### src/rtl/irq_rank_pkg.sv
package irq_rank_pkg;
  localparam int unsigned DEF_LINES   = 8;
  localparam int unsigned DEF_CASCADE = 2;

  typedef struct packed {
    logic smm;
    logic sfnm;
    logic is_master;
  } irq_mode_t;
endpackage

### src/rtl/irq_rank_finder.sv
// Rotated priority encoder: returns the rank of the first set bit
// counted upward from the base, or LINES when the vector is empty.
module irq_rank_finder #(
  parameter int unsigned LINES = 8,
  localparam int unsigned IDW  = $clog2(LINES),
  localparam int unsigned RW   = $clog2(LINES + 1)
) (
  input  logic [LINES-1:0] vec_i,
  input  logic [IDW-1:0]   base_i,
  output logic [RW-1:0]    rank_o
);
  logic [2*LINES-1:0] doubled;
  logic [LINES-1:0]   rotated;

  always_comb begin
    doubled = {vec_i, vec_i} >> base_i;
    rotated = doubled[LINES-1:0];
  end

  always_comb begin
    rank_o = RW'(LINES);
    for (int r = LINES - 1; r >= 0; r--) begin
      if (rotated[r]) rank_o = RW'(r);
    end
  end
endmodule

### src/rtl/irq_level_filter.sv
// Selects which in-service bits take part in the current-level search.
module irq_level_filter
  import irq_rank_pkg::*;
#(
  parameter int unsigned LINES   = 8,
  parameter int unsigned CASCADE = 2
) (
  input  logic [LINES-1:0] isr_i,
  input  logic [LINES-1:0] mask_i,
  input  irq_mode_t        mode_i,
  output logic [LINES-1:0] level_o
);
  logic drop_cascade;
  assign drop_cascade = mode_i.is_master & mode_i.sfnm;

  for (genvar g = 0; g < LINES; g++) begin : g_bit
    if (g == CASCADE) begin : g_casc
      assign level_o[g] = isr_i[g] & ~(mode_i.smm & mask_i[g]) & ~drop_cascade;
    end else begin : g_plain
      assign level_o[g] = isr_i[g] & ~(mode_i.smm & mask_i[g]);
    end
  end
endmodule

### src/rtl/irq_rank_resolver.sv
module irq_rank_resolver
  import irq_rank_pkg::*;
#(
  parameter int unsigned LINES   = DEF_LINES,
  parameter int unsigned CASCADE = DEF_CASCADE,
  localparam int unsigned IDW    = $clog2(LINES),
  localparam int unsigned RW     = $clog2(LINES + 1)
) (
  input  logic             clk_i,
  input  logic             rst_ni,
  input  logic [LINES-1:0] req_i,
  input  logic [LINES-1:0] mask_i,
  input  logic [LINES-1:0] isr_i,
  input  logic [IDW-1:0]   offset_i,
  input  logic             smm_i,
  input  logic             sfnm_i,
  input  logic             master_i,
  output logic             valid_o,
  output logic [IDW-1:0]   line_o,
  output logic             int_o
);
  irq_mode_t        mode;
  logic [LINES-1:0] pending;
  logic [LINES-1:0] level_bits;
  logic [RW-1:0]    pend_rank;
  logic [RW-1:0]    cur_rank;
  logic [RW-1:0]    line_sum;
  logic             win;
  logic [IDW-1:0]   win_line;

  assign mode    = '{smm: smm_i, sfnm: sfnm_i, is_master: master_i};
  assign pending = req_i & ~mask_i;

  irq_level_filter #(.LINES(LINES), .CASCADE(CASCADE)) u_filter (
    .isr_i  (isr_i),
    .mask_i (mask_i),
    .mode_i (mode),
    .level_o(level_bits)
  );

  irq_rank_finder #(.LINES(LINES)) u_pend_rank (
    .vec_i (pending),
    .base_i(offset_i),
    .rank_o(pend_rank)
  );

  irq_rank_finder #(.LINES(LINES)) u_cur_rank (
    .vec_i (level_bits),
    .base_i(offset_i),
    .rank_o(cur_rank)
  );

  always_comb begin
    win      = pend_rank < cur_rank;
    line_sum = pend_rank + RW'(offset_i);
    win_line = win ? line_sum[IDW-1:0] : '0;
  end

  always_ff @(posedge clk_i or negedge rst_ni) begin
    if (!rst_ni) begin
      valid_o <= 1'b0;
      line_o  <= '0;
      int_o   <= 1'b0;
    end else begin
      valid_o <= win;
      line_o  <= win_line;
      int_o   <= win;
    end
  end
endmodule

### config.mk
export PLATFORM = sky130hd
export DESIGN_NAME = irq_rank_resolver
export DESIGN_NICKNAME = d
export VERILOG_FILES = /design/src/rtl/irq_rank_pkg.sv /design/src/rtl/irq_rank_finder.sv /design/src/rtl/irq_level_filter.sv /design/src/rtl/irq_rank_resolver.sv
export SDC_FILE = /design/constraint.sdc
export NUM_CORES = 1
export LEC_CHECK = 0
export BUFFER_PORTS_ARGS = -buffer_cell sky130_fd_sc_hd__buf_2
export CAP_MARGIN = 5
export CORE_UTILIZATION = 45
export CTS_CLUSTER_DIAMETER = 80
export DETAILED_ROUTE_END_ITERATION = 8
export GPL_ROUTABILITY_DRIVEN = 1
export PLACE_DENSITY = 0.74
export RECOVER_POWER = 50
export SLEW_MARGIN = 20
export SYNTH_ARGS = -nofsm -noshare
export SYNTH_HDL_FRONTEND = slang
export SYNTH_SLANG_ARGS = --single-unit
### constraint.sdc
create_clock -name clk_i -period 1.35 [get_ports clk_i]
set_input_delay 0.0675 -clock clk_i [delete_from_list [all_inputs] [get_ports clk_i]]
set_output_delay 0.0675 -clock clk_i [all_outputs]
set_load 0.005 [all_outputs]
* Word level (Yosys, flattened, before mapping)
Cells that the tools add are included. W data, S select, Z words.
Storage, ports and cells: register bits 4, bits of input ports 32, output and inout bits 5, word-level logic and storage cells 52
Cells by class: add/subtract/negate cells 1, $lt $le $gt $ge 1, shift-type cells 2, mux-type cells 17, bitwise gates (word level) 29
Operators by type and width (count):
- $mux W4 | 16
- $shr A16 B3 Y8 | 2
- $and A1 B1 Y1 | 18
- $not A1 Y1 | 9
- $and A8 B8 Y8 | 1
- $not A8 Y8 | 1
- $lt A4 B4 Y1 | 1
- $add A3 B3 Y3 | 1
- $mux W3 | 1

* Depth between registers and ports, before layout
Gate-level depths: netlist of run 1.
depth in word-level cells 15, gate-level depth with buffers 15, mapped depth without buffers 13

* Modules after synthesis
A second synthesis of run 1 with hierarchy kept.
Second synthesis, totals: cells, all modules 146, area total of the unflattened synthesis 1356.3 µm²
Modules (own cells, without submodules):
- irq_rank_finder | times used 2, cells each 53, area each 488.0 µm², seq. area each 0.0 µm²
- irq_rank_resolver | times used 1, cells each 31, area each 309.0 µm², seq. area each 100.1 µm²
- irq_level_filter | times used 1, cells each 9, area each 71.3 µm², seq. area each 0.0 µm²

* Worst setup path after synthesis of run 1
Ideal clock, no wire load.
path kind input to register, start input offset_i[2], end register line_o[2], arrival 2.315 ns, required time 1.270 ns, slack -1.045 ns, stages 9, buffers on the path 3, cells stage by stage buf_4 -> buf_2 -> clkbuf_1 -> mux2i_1 -> nand2_1 -> or4b_1 -> ha_1 -> a21oi_1 -> nor3b_2
On the way: longest elaborated chain between the ends 11, elaborated cells between the ends (all ways) 21, those cells by class add/sub (1); order compare (1); shift (2); mux (17)
Ends and longest elaborated chain:
- start, declared | RTL line irq_rank_resolver.sv:14 | input logic [IDW-1:0] offset_i,
- $shr A16 B3 Y8 | RTL line irq_rank_finder.sv:16 | doubled = {vec_i, vec_i} >> base_i;
- $mux W4 (8 in a row) | RTL line irq_rank_finder.sv:23 | if (rotated[r]) rank_o = RW'(r);
- $lt A4 B4 Y1 or $add A3 B3 Y3 (tied branches) | RTL line irq_rank_resolver.sv:54, irq_rank_resolver.sv:55
- $mux W3 (*) | RTL line irq_rank_resolver.sv:56 | win_line = win ? line_sum[IDW-1:0] : '0;
- via win_line[2] | RTL line irq_rank_resolver.sv:29 | logic [IDW-1:0] win_line;
- end signal, assigned | RTL line irq_rank_resolver.sv:66 | line_o <= win_line;
- end, declared | RTL line irq_rank_resolver.sv:19 | output logic [IDW-1:0] line_o,
The timed path passes the listed nets; every way through them passes the cells marked *.

* Worst setup path in the final report of run 1
start input mask_i[7], end register line_o[2]
On the way: longest elaborated chain between the ends 14, elaborated cells between the ends (all ways) 26, those cells by class add/sub (1); order compare (1); shift (2); mux (17); bitwise (5)
Ends and longest elaborated chain:
- start, declared | RTL line irq_rank_resolver.sv:12 | input logic [LINES-1:0] mask_i,
- $and A1 B1 Y1 | RTL line irq_level_filter.sv:20 | assign level_o[g] = isr_i[g] & ~(mode_i.smm & mask_i[g]);
- $not A1 Y1 | RTL line irq_level_filter.sv:20
- $and A1 B1 Y1 | RTL line irq_level_filter.sv:20
- $shr A16 B3 Y8 | RTL line irq_rank_finder.sv:16
- $mux W4 (8 in a row) | RTL line irq_rank_finder.sv:23
- $lt A4 B4 Y1 | RTL line irq_rank_resolver.sv:54 | win = pend_rank < cur_rank;
- $mux W3 (*) | RTL line irq_rank_resolver.sv:56
- via win_line[2] | RTL line irq_rank_resolver.sv:29
Marks and branches as above.

==> run_results.csv, run 1 <==
group,metric,value,unit
global_route,grt_start_max_net_pins,14,
route,num_vias,1632,
route,vias_per_cell,6.35,
die,die_w,57,um
timing,fin_crit,2.27,ns
timing,worst_pin_slew,0.418,ns
timing,rsz0062_at_grt,"true",
placement,place_congestion,0.841,
synthesis,synthCells,148,
synthesis,synth_top_family_by_area,"multiplexers",
final_layout,final_common_cell,"buf_4",
synthesis,seq_area_frac_synth,7.35,%
placement,dp_hpwl,3.45,mm
timing,slew_violations,0,
synthesis,ys_warn_count,0,
global_route,grt_pass1_wl,7.26,mm
global_route,grt_usage,28.5,%
power,p_per_area,662,mW/mm2
die,rows,19,
die,die_area,0.00325,mm2
synthesis,synth-compound-area-share,22.9,%
final_layout,fin_util,80.3,%
power,power_leakage,1.01,nW
placement,dp_slack,-1.28,ns
cts,cts_tree,"yes",
final_layout,antenna_cells,0,
die,initial_core_util,48.5,%
timing,layout_setup_ws,-0.918,ns
critical_path,arrival,2.42,ns
synthesis,synth_edf_count,0,
timing,finalCritPeriodShare,168,%
timing,max_freq,441,MHz
global_route,overflow,0,
cts,clk_pin_slew,0.04,ns
power,p_switching,0.000594,W
final_layout,fillers,157,
final_layout,mostFrequentLayoutCells,"buf_4 (42), buf_2 (29), mux4_2 (12)",
power,clockPowerShare,10.3,%
timing,finalHoldViolCount,0,
power,ir_drop,0.000330,V
power,power_frac_comb,77.2,%
final_layout,fin_nets,265,
synthesis,synth_top_flop_cell,"dfrtp_1",
route,drt-initial-drc-count,70,
power,sw_frac_of_total,39.8,%
cts,cts_max_level,1,
synthesis,synth_area_per_cell,9.20,um2
cts,clk_path_buf_depth,2,
synthesis,synth_cell_types,55,
run,cap_violations,0,
hold_path,hp-class,"input port to asynchronous set/reset pin",
synthesis,synthSimpleGateAreaFrac,20.5,%
power,power,0.00149,W
die,coreArea,0.00281,mm2
die,die_y,57,um
global_route,grt_pass1_vias,1619,
critical_path,endpoint_kind,"flop",
cts,cts_num_sinks,4,
placement,port_buffers,36,
critical_path,crit_fanout,3,
timing,slew_headroom,72.1,%
final_layout,area_delta_synth_final,65.5,%
power,p_int,0.000897,W
synthesis,synthAdderAreaFrac,5.15,%
route,drc,4,
route,ant_nets,0,
die,num_io_pins,37,
route,drt-total-wl,4.97,mm
timing,hold_ws,0.190,ns
cts,cts_root_buf,"clkbuf_4",
timing,setup_viol_count_final,4,
synthesis,synth_seq_cells,4,
final_layout,drive_gt1_share,67.3,%
critical_path,path_class,"input port to flop",
synthesis,synthesis.nets,185,
critical_path,cp.required,1.50,ns
synthesis,synthArstFlopShare,100,%
cts,cts_buffers,3,
global_route,antenna_found_initial,0,
critical_path,startpoint_type,"input port",
run_status,outcome,"finished, violations left",
synthesis,synth.mux.area_fraction,38.1,%
run_status,failed_checks,"design-rule violations, negative setup slack",
power,seqPwrFrac,12.5,%
route,wire_per_inst,19.3,um
synthesis,synth_xor_area_share,1.29,%
route,drt_first_pass_iters,6,
synthesis,syn_area,0.00136,mm2
-- path summary, 6_finish.rpt --
| path | slack (ns) | startpoint | cells after the start | endpoint |
|---|---|---|---|---|
| worst max-delay path | -0.92 | mask_i[7] | 14 | line_o[2] |
| worst min-delay path | 0.19 | rst_ni | 2 | line_o[2] |
| max in group asynchronous | 0.98 | rst_ni | 2 | line_o[0] |
| min in group clk_i | 0.57 | offset_i[0] | 5 | line_o[0] |
-- power groups by stage --
| stage | logic [W] | clock network [W] | registers [W] |
|---|---|---|---|
| 6_report | 0.00115 | 0.000153 | 0.000186 |
| 4_1_cts | 0.00101 | 0.000155 | 0.000188 |
| 3_3_place_gp | 0.000869 | 0 | 0.000187 |
| 5_1_grt | 0.00123 | 0.000157 | 0.000192 |
| 2_1_floorplan | 0.000575 | 0 | 0.000199 |
| 3_5_place_dp | 0.000911 | 0 | 0.000190 |
-- cell families (layout without fill, tap and decap cells) --
logic type               after synthesis  count (layout)
XOR/XNOR                               2               2
adder cells (fa/ha/maj)                5               5
AO/OA/AOI/OAI                         40              40
multiplexers                          34              34
AND/OR/NAND/NOR                       51              51
buffers and inverters                 12              90
flip-flops                             4               4
-- per-layer routing --
| metal | GRT usage [%] | wire, um |
|---|---|---|
| met2 | 54.5 | 2700 |
| met4 | 11.1 | 162 |
| met1 | 33.0 | 1880 |
| met5 | 0 | 0 |
| met3 | 1.59 | 219 |
-- worst max-delay path: stages --
cell and delay [ns]:
buf_2 0.13, nand2b_4 0.16, mux4_2 0.51, nor2_2 0.14, o22ai_1 0.13, nor2_1 0.10
nor2_1 0.04, nor2_1 0.11, ha_1 0.16, inv_1 0.05, fa_2 0.35, xnor2_2 0.14
xnor2_1 0.15, nor3b_2 0.18
-- area by class of cell --
class	instances	area, um2	share of cell area, %
clock buffers	3	22.5	0.999
flip-flops and latches	4	100	4.44
well taps	31	38.8	1.72
inverters	4	15.0	0.666
repair buffers	83	596	26.4
multi-input cells	132	1480	65.7
-- cells in the mapped netlist (2+ instances only) --
library cell / number / area (um2)
dfrtp_1: 4 / 100
a21oi_1: 3 / 15.0
nand3_1: 3 / 15.0
mux4_2: 12 / 270
nand2b_1: 9 / 56.3
nor2_1: 9 / 33.8
a21boi_0: 4 / 30.0
buf_4: 3 / 22.5
inv_1: 2 / 7.51
nand2_1: 14 / 52.6
a22oi_1: 2 / 15.0
nor2b_1: 4 / 25.0
a31oi_1: 2 / 12.5
a211oi_1: 2 / 15.0
a21o_1: 2 / 15.0
a32oi_1: 2 / 17.5
o211ai_1: 2 / 15.0
mux2i_1: 12 / 120
xnor2_1: 2 / 17.5
clkbuf_1: 2 / 7.51
nor3_1: 2 / 10.0
nor3b_2: 2 / 25.0
mux2_2: 9 / 101
ha_1: 4 / 50.1
a21boi_1: 6 / 45.0
-- through the flow --
stage	std cells	instance area (um2)	setup TNS, ns
after detailed placement	245	1850	-5.04
after global placement	245	1850	-4.66
after CTS	253	2060	-3.38
after floorplan	148	1420	-3.44
final	257	2250	-3.46
after global routing	257	2250	-3.85
-- registers in the layout, indices dropped and copies added (netlist names) --
name,count
line_o,3
valid_o,1
-- repair_timing --
item | CTS | global route
resized for setup | 33 | 34
hold buffers | 1 | 0
buffers inserted | 4 | 4
setup endpoints to repair | 4 | 4
pin swaps | 9 | 14
hold endpoints to repair | 4 | 0
Power figures use the tool's default switching activity.
==> inputs of run 2 (changes only) <==
- CELL_PAD_IN_SITES_DETAIL_PLACEMENT: unset -> 0
- CELL_PAD_IN_SITES_GLOBAL_PLACEMENT: unset -> 1
- CORE_UTILIZATION: 45 -> 43
- PLACE_DENSITY: 0.74 -> 0.91
==> run 2 against run 1 <==
Against the previous run: highest routed layer unchanged; maximum frequency fell by 3.5%; sequential share of layout area fell by 0.13 points; via count fell by 1.0%; critical path type unchanged; clock power fell by 3%; the flow finishes with violations (negative setup slack); die area rose by 4.5%; non-clock buffer count fell by 2; flip-flop and latch count did not move; critical path depth did not move; sequential power barely moved; utilization fell by 3.6 points; count of clock-buffer cells in the layout did not move.
==> run_results.csv, run 2 (synthesis gave the netlist of run 1 again) <==
group,metric,value,unit
final_layout,final-instance-count-excl-fill,268,
cts,clk_pin_slew,0.04,ns
critical_path,path_class,"input port to flop",
die,die_area,0.00339,mm2
route,ant_nets,0,
cts,clk_path_buf_depth,2,
timing,slew_headroom,73.9,%
placement,dp_cells,251,
route,vias_per_cell,6.03,
route,drt-initial-drc-count,82,
timing,finalHoldViolCount,0,
global_route,grt_usage,25.5,%
cts,cts_num_sinks,4,
power,ir_drop,0.000262,V
timing,max_freq,425,MHz
cts,cts_buffers,3,
timing,layout_setup_ws,-1.00,ns
global_route,grt_pass1_vias,1554,
global_route,grt_pass1_wl,6.84,mm
die,num_io_pins,37,
die,die_w,58.3,um
cts,cts_max_level,1,
cts,cts_tree,"yes",
critical_path,arrival,2.50,ns
timing,worst_pin_slew,0.381,ns
timing,setup_viol_count_final,4,
final_layout,reg_top3,"line_o: 3 flops, valid_o: 1 flops",
cts,cts_root_buf,"clkbuf_4",
final_layout,fin_nets,263,
die,die_y,58.3,um
timing,rsz0062_at_grt,"true",
final_layout,largest_reg_flops,3,
final_layout,area_delta_synth_final,70.7,%
critical_path,startpoint_type,"input port",
route,drt_first_pass_iters,4,
power,p_per_area,660,mW/mm2
global_route,antenna_found_initial,0,
critical_path,endpoint_kind,"flop",
timing,fin_crit,2.35,ns
power,power_leakage,1.01,nW
route,wire_per_inst,18.7,um
placement,dp_slack,-1.27,ns
critical_path,crit_fanout,3,
run,cap_violations,0,
final_layout,drive_gt1_share,67.9,%
route,drt-total-wl,5.00,mm
route,num_vias,1615,
placement,dp_hpwl,3.16,mm
hold_path,hp-class,"input port to asynchronous set/reset pin",
run_status,failed_checks,"negative setup slack",
route,drc,0,
global_route,overflow,0,
placement,place_congestion,0.872,
placement,port_buffers,36,
timing,finalCritPeriodShare,174,%
run_status,outcome,"finished, violations left",
die,coreArea,0.00303,mm2
timing,slew_violations,0,
final_layout,regMostFlops,"line_o",
die,rows,20,
final_layout,mostFrequentLayoutCells,"buf_4 (37), buf_2 (28), mux4_2 (12)",
die,initial_core_util,45.0,%
critical_path,cp.required,1.50,ns
global_route,grt_start_max_net_pins,14,
final_layout,antenna_cells,0,
final_layout,final_common_cell,"buf_4",
[run 2: changes by cell type in the layout (fill, tap and decap cells not counted), sizes merged]
cell    change
clkbuf      +1
buf         -3
[run 2: worst max path at each step]
stage                 to   startpoint  slack (ns)  cells after the start
2_1_floorplan  line_o[2]  offset_i[0]       -0.86                      9
3_3_place_gp   line_o[2]  offset_i[2]       -1.17                     14
3_5_place_dp   line_o[2]  offset_i[2]       -1.27                     14
4_1_cts        line_o[2]    mask_i[4]       -0.84                     14
5_1_grt        line_o[2]  offset_i[0]       -1.09                     13
6_report       line_o[2]    mask_i[7]       -1.00                     14
[run 2: area by class of cell]
type,count,area [um2]
multi-input cells,132,1500
fillers,189,704
repair buffers,81,628
flip-flops and latches,4,100
well taps,44,55.1
clock buffers,3,22.5
inverters,4,15.0
[run 2: per-layer routing]
metal  vias to the layer above  global-route usage, %  share of wire (%)
li1                        745                      -                  -
met1                       782                   29.9                 39
met2                        74                   49.4                 55
met3                        14                   2.23                4.0
met4                         0                   5.78                2.3
met5                         -                      0                  0
[run 2: worst max-delay path, stage by stage]
cell and delay, ns:
buf_6 0.10, nand2b_4 0.14, mux4_2 0.52, nor2_4 0.18
o22ai_4 0.09, nor2_2 0.11, nor2_1 0.06, nor2_1 0.13
ha_2 0.19, inv_2 0.04, fa_2 0.38, xnor2_2 0.16
xnor2_1 0.14, nor3b_2 0.19
[run 2: timing repair]
| action | CTS | global route |
|---|---|---|
| endpoints found under the hold margin | 4 | 0 |
| resized for setup | 31 | 43 |
| pin swaps | 11 | 22 |
| buffers inserted | 5 | 8 |
| cloned | 0 | 1 |
| hold buffers | 1 | 0 |
| endpoints found under the setup margin | 4 | 4 |
[run 2: report_power, final]
| part | total [W] | leakage [nW] | internal (W) | switching (W) |
|---|---|---|---|---|
| Combinational | 0.00120 | 0.951 | 0.000656 | 0.000543 |
| Clock | 0.000148 | 0.0138 | 0.0000994 | 0.0000487 |
| Sequential | 0.000186 | 0.0506 | 0.000173 | 0.0000131 |
[run 2: metrics by stage]
stage	total power [W]	setup TNS [ns]	utilization [%]	hold slack (ns)	cell area, um2
final	0.00153	-3.68	76.7	0.185	2320
after detailed placement	0.00108	-4.94	60.9	-0.127	1840
after global placement	0.00105	-4.59	60.9	-0.132	1840
after global routing	0.00164	-4.00	76.7	0.190	2320
after CTS	0.00134	-3.33	67.4	0.164	2040
after floorplan	0.000774	-3.44	-	-0.228	1420
==> inputs of run 3 (changes only) <==
- ABC_AREA: unset -> 1
- CORE_UTILIZATION: 43 -> 36
- PLACE_DENSITY: 0.91 -> 0.89
==> run 3 against run 2 <==
Against the previous run: the run still ends with negative setup slack left; power decreased by 19%; worst hold slack improved by 0.0047 ns; setup slack better by 0.32 ns; non-clock buffer count fell by 6; combinational power decreased by 26%; global-route usage grew 0.34 points; design area is 12% lower; largest power group unchanged; highest routed layer unchanged.
==> run_results.csv, run 3 <==
group,metric,value,unit
run_status,outcome,"finished, violations left",
run_status,failed_checks,"negative setup slack",
global_route,overflow,0,
final_layout,regArea,100,um2
die,die_y,59.9,um
timing,fin_tns_setup,-2.31,ns
placement,port_buffers,36,
cts,cts_num_sinks,4,
final_layout,drive_gt1_share,53.8,%
timing,slew_headroom,74.8,%
timing,layout_setup_ws,-0.681,ns
synthesis,synthAdderAreaFrac,5.82,%
placement,place_area,0.00160,mm2
timing,setup_viol_count_final,4,
critical_path,critPathLaunch,"offset_i[0]",
final_layout,area_delta_synth_final,70.5,%
timing,worst_pin_slew,0.376,ns
global_route,grt_pass1_wl,7.00,mm
timing,max_freq,492,MHz
critical_path,crit_fanout,6,
synthesis,netlist_top_cells_count,"nand2_1 (78), nand3_1 (52), inv_1 (24), nor2_1 (10), nand3_2 (5)",
run,cap_violations,0,
route,wire_per_inst,13.3,um
global_route,grt_usage,25.8,%
route,drt-total-wl,4.49,mm
hold_path,hp-class,"input port to asynchronous set/reset pin",
final_layout,largest_reg_flops,3,
critical_path,arrival,2.16,ns
synthesis,synthesis.nets,260,
synthesis,synth_top_family_by_area,"simple AND/OR/NAND/NOR gates",
route,drt-initial-drc-count,198,
die,initial_core_util,38.8,%
placement,dp_hpwl,2.83,mm
synthesis,yosysMostFrequentCell,"nand2_1",
route,drt_first_pass_iters,5,
cts,cts_root_buf,"clkbuf_4",
cts,cts_tree,"yes",
die,num_io_pins,37,
final_layout,fin_nets,331,
synthesis,synth_top_area_cell,"nand2_1",
route,vias_per_cell,5.16,
synthesis,synth.mux.area_fraction,0,%
synthesis,synth-compound-area-share,8.83,%
synthesis,synth_edf_count,0,
die,coreArea,0.00310,mm2
die,die_w,59.9,um
route,num_vias,1733,
critical_path,cp.required,1.48,ns
cts,clk_pin_slew,0.04,ns
final_layout,final_common_cell,"nand2_1",
die,die_area,0.00358,mm2
cts,cts_buffers,3,
placement,place_congestion,0.881,
timing,finalHoldViolCount,0,
synthesis,syn_area,0.00120,mm2
placement,dp_cells,319,
critical_path,crit_end,"line_o[2]",
route,ant_nets,0,
timing,slew_violations,0,
final_layout,fin_area,0.00205,mm2
synthesis,synthCells,223,
global_route,grt_pass1_vias,1661,
global_route,grt_start_max_net_pins,13,
final_layout,mostFrequentLayoutCells,"nand2_1 (66), buf_4 (33), buf_2 (32)",
global_route,antenna_found_initial,0,
synthesis,synth_cell_types,31,
timing,finalCritPeriodShare,150,%
final_layout,final-instance-count-excl-fill,336,
route,drc,0,
synthesis,ys_warn_count,0,
timing,fin_crit,2.03,ns
power,p_per_area,601,mW/mm2
die,rows,20,
critical_path,path_class,"input port to flop",
synthesis,synth_seq_cells,4,
cts,cts_max_level,1,
final_layout,reg_top3,"line_o: 3 flops, valid_o: 1 flops",
final_layout,fin_util,66.2,%
synthesis,synth_top_area_share,24.3,%
final_layout,antenna_cells,0,
synthesis,synthSimpleGateAreaFrac,59.6,%
synthesis,synthTopCellsByArea,"nand2_1 (24%), nand3_1 (22%), dfrtp_1 (8.3%), inv_1 (7.5%), ha_1 (4.2%)",
synthesis,synthArstFlopShare,100,%
synthesis,synth_xor_area_share,1.45,%
power,power_leakage,1.09,nW
placement,dp_slack,-0.907,ns
timing,rsz0062_at_grt,"true",
synthesis,seq_area_frac_synth,8.31,%
cts,clk_path_buf_depth,2,
critical_path,endpoint_kind,"flop",
critical_path,startpoint_type,"input port",
synthesis,synth_top_flop_cell,"dfrtp_1",
final_layout,fillers,278,
power,ir_drop,0.000259,V
final_layout,regMostFlops,"line_o",
final_layout,multi_input_area,0.00120,mm2
synthesis,synth_area_per_cell,5.40,um2
[run 3: cell types whose count changed in the layout (fill, tap and decap cells not counted), sizes merged, moves of 4 or more]
cell | previous run | this run
mux2i | 12 | 0
nand2 | 14 | 81
nor2b | 4 | 0
a21boi | 10 | 1
o21ai | 2 | 6
nand3 | 3 | 58
nand2b | 9 | 0
mux4 | 13 | 0
inv | 3 | 27
mux2 | 9 | 0
buf | 78 | 72
[run 3: cells by family after synthesis]
kind of cell | after synthesis
buffers and inverters | 38
adders and majority gates | 5
AOI/OAI and AO/OA | 18
and+or+nand+nor | 156
DFF | 4
xor gates and xnor gates | 2
[run 3: cell type report]
| class | count | area share, % |
|---|---|---|
| multi-input combinational | 181 | 58.6 |
| timing repair buffer | 75 | 26.3 |
| inverter | 27 | 5.85 |
| sequential | 4 | 4.87 |
| tap | 44 | 2.68 |
| clock buffer | 3 | 1.10 |
| timing repair inverter | 2 | 0.609 |
[run 3: what timing repair did]
| action | CTS | global route |
|---|---|---|
| setup endpoints to repair | 4 | 4 |
| gates cloned | 3 | 0 |
| hold buffers | 1 | 0 |
| resized for setup | 39 | 44 |
| setup buffers | 8 | 2 |
| endpoints found under the hold margin | 4 | 0 |
| pin swaps | 26 | 12 |
[run 3: layer usage]
metal	global-route usage [%]	vias up	share of wire (%)
li1	-	864	-
met1	29.8	771	40
met2	44.8	80	51
met3	5.41	18	5.6
met4	12.6	0	3.3
met5	0	-	0
[run 3: worst min-delay path by stage]
stage | start | end | slack, ns | depth (start not counted)
global placement | rst_ni | valid_o | -0.13 | 1
finish | rst_ni | line_o[1] | 0.19 | 2
global route | rst_ni | line_o[1] | 0.21 | 2
CTS | rst_ni | line_o[1] | 0.16 | 2
detailed placement | rst_ni | line_o[0] | -0.12 | 1
floorplan | rst_ni | line_o[0] | -0.23 | 0
[run 3: report_power, final]
part | switching [W] | total, W | internal [W]
registers | 0.0000144 | 0.000179 | 0.000165
logic | 0.000485 | 0.000893 | 0.000408
clock network | 0.0000617 | 0.000162 | 0.000100
[run 3: critical path, stage by stage]
cell and delay [ns]:
buf_12 0.12, clkinv_8 0.07, nand3_4 0.07, nand3_2 0.10
buf_4 0.15, a31oi_1 0.33, nand2_1 0.14, nand2_1 0.08
nand2_1 0.06, inv_1 0.07, ha_2 0.16, inv_2 0.03
fa_2 0.32, xor2_1 0.16, xor2_1 0.16, nor2_1 0.05
[run 3: stage by stage]
stage	power (W)	hold slack, ns
final	0.00123	0.189
after global routing	0.00135	0.209
after CTS	0.00114	0.159
after detailed placement	0.000875	-0.119
after global placement	0.000861	-0.128
after floorplan	0.000638	-0.228
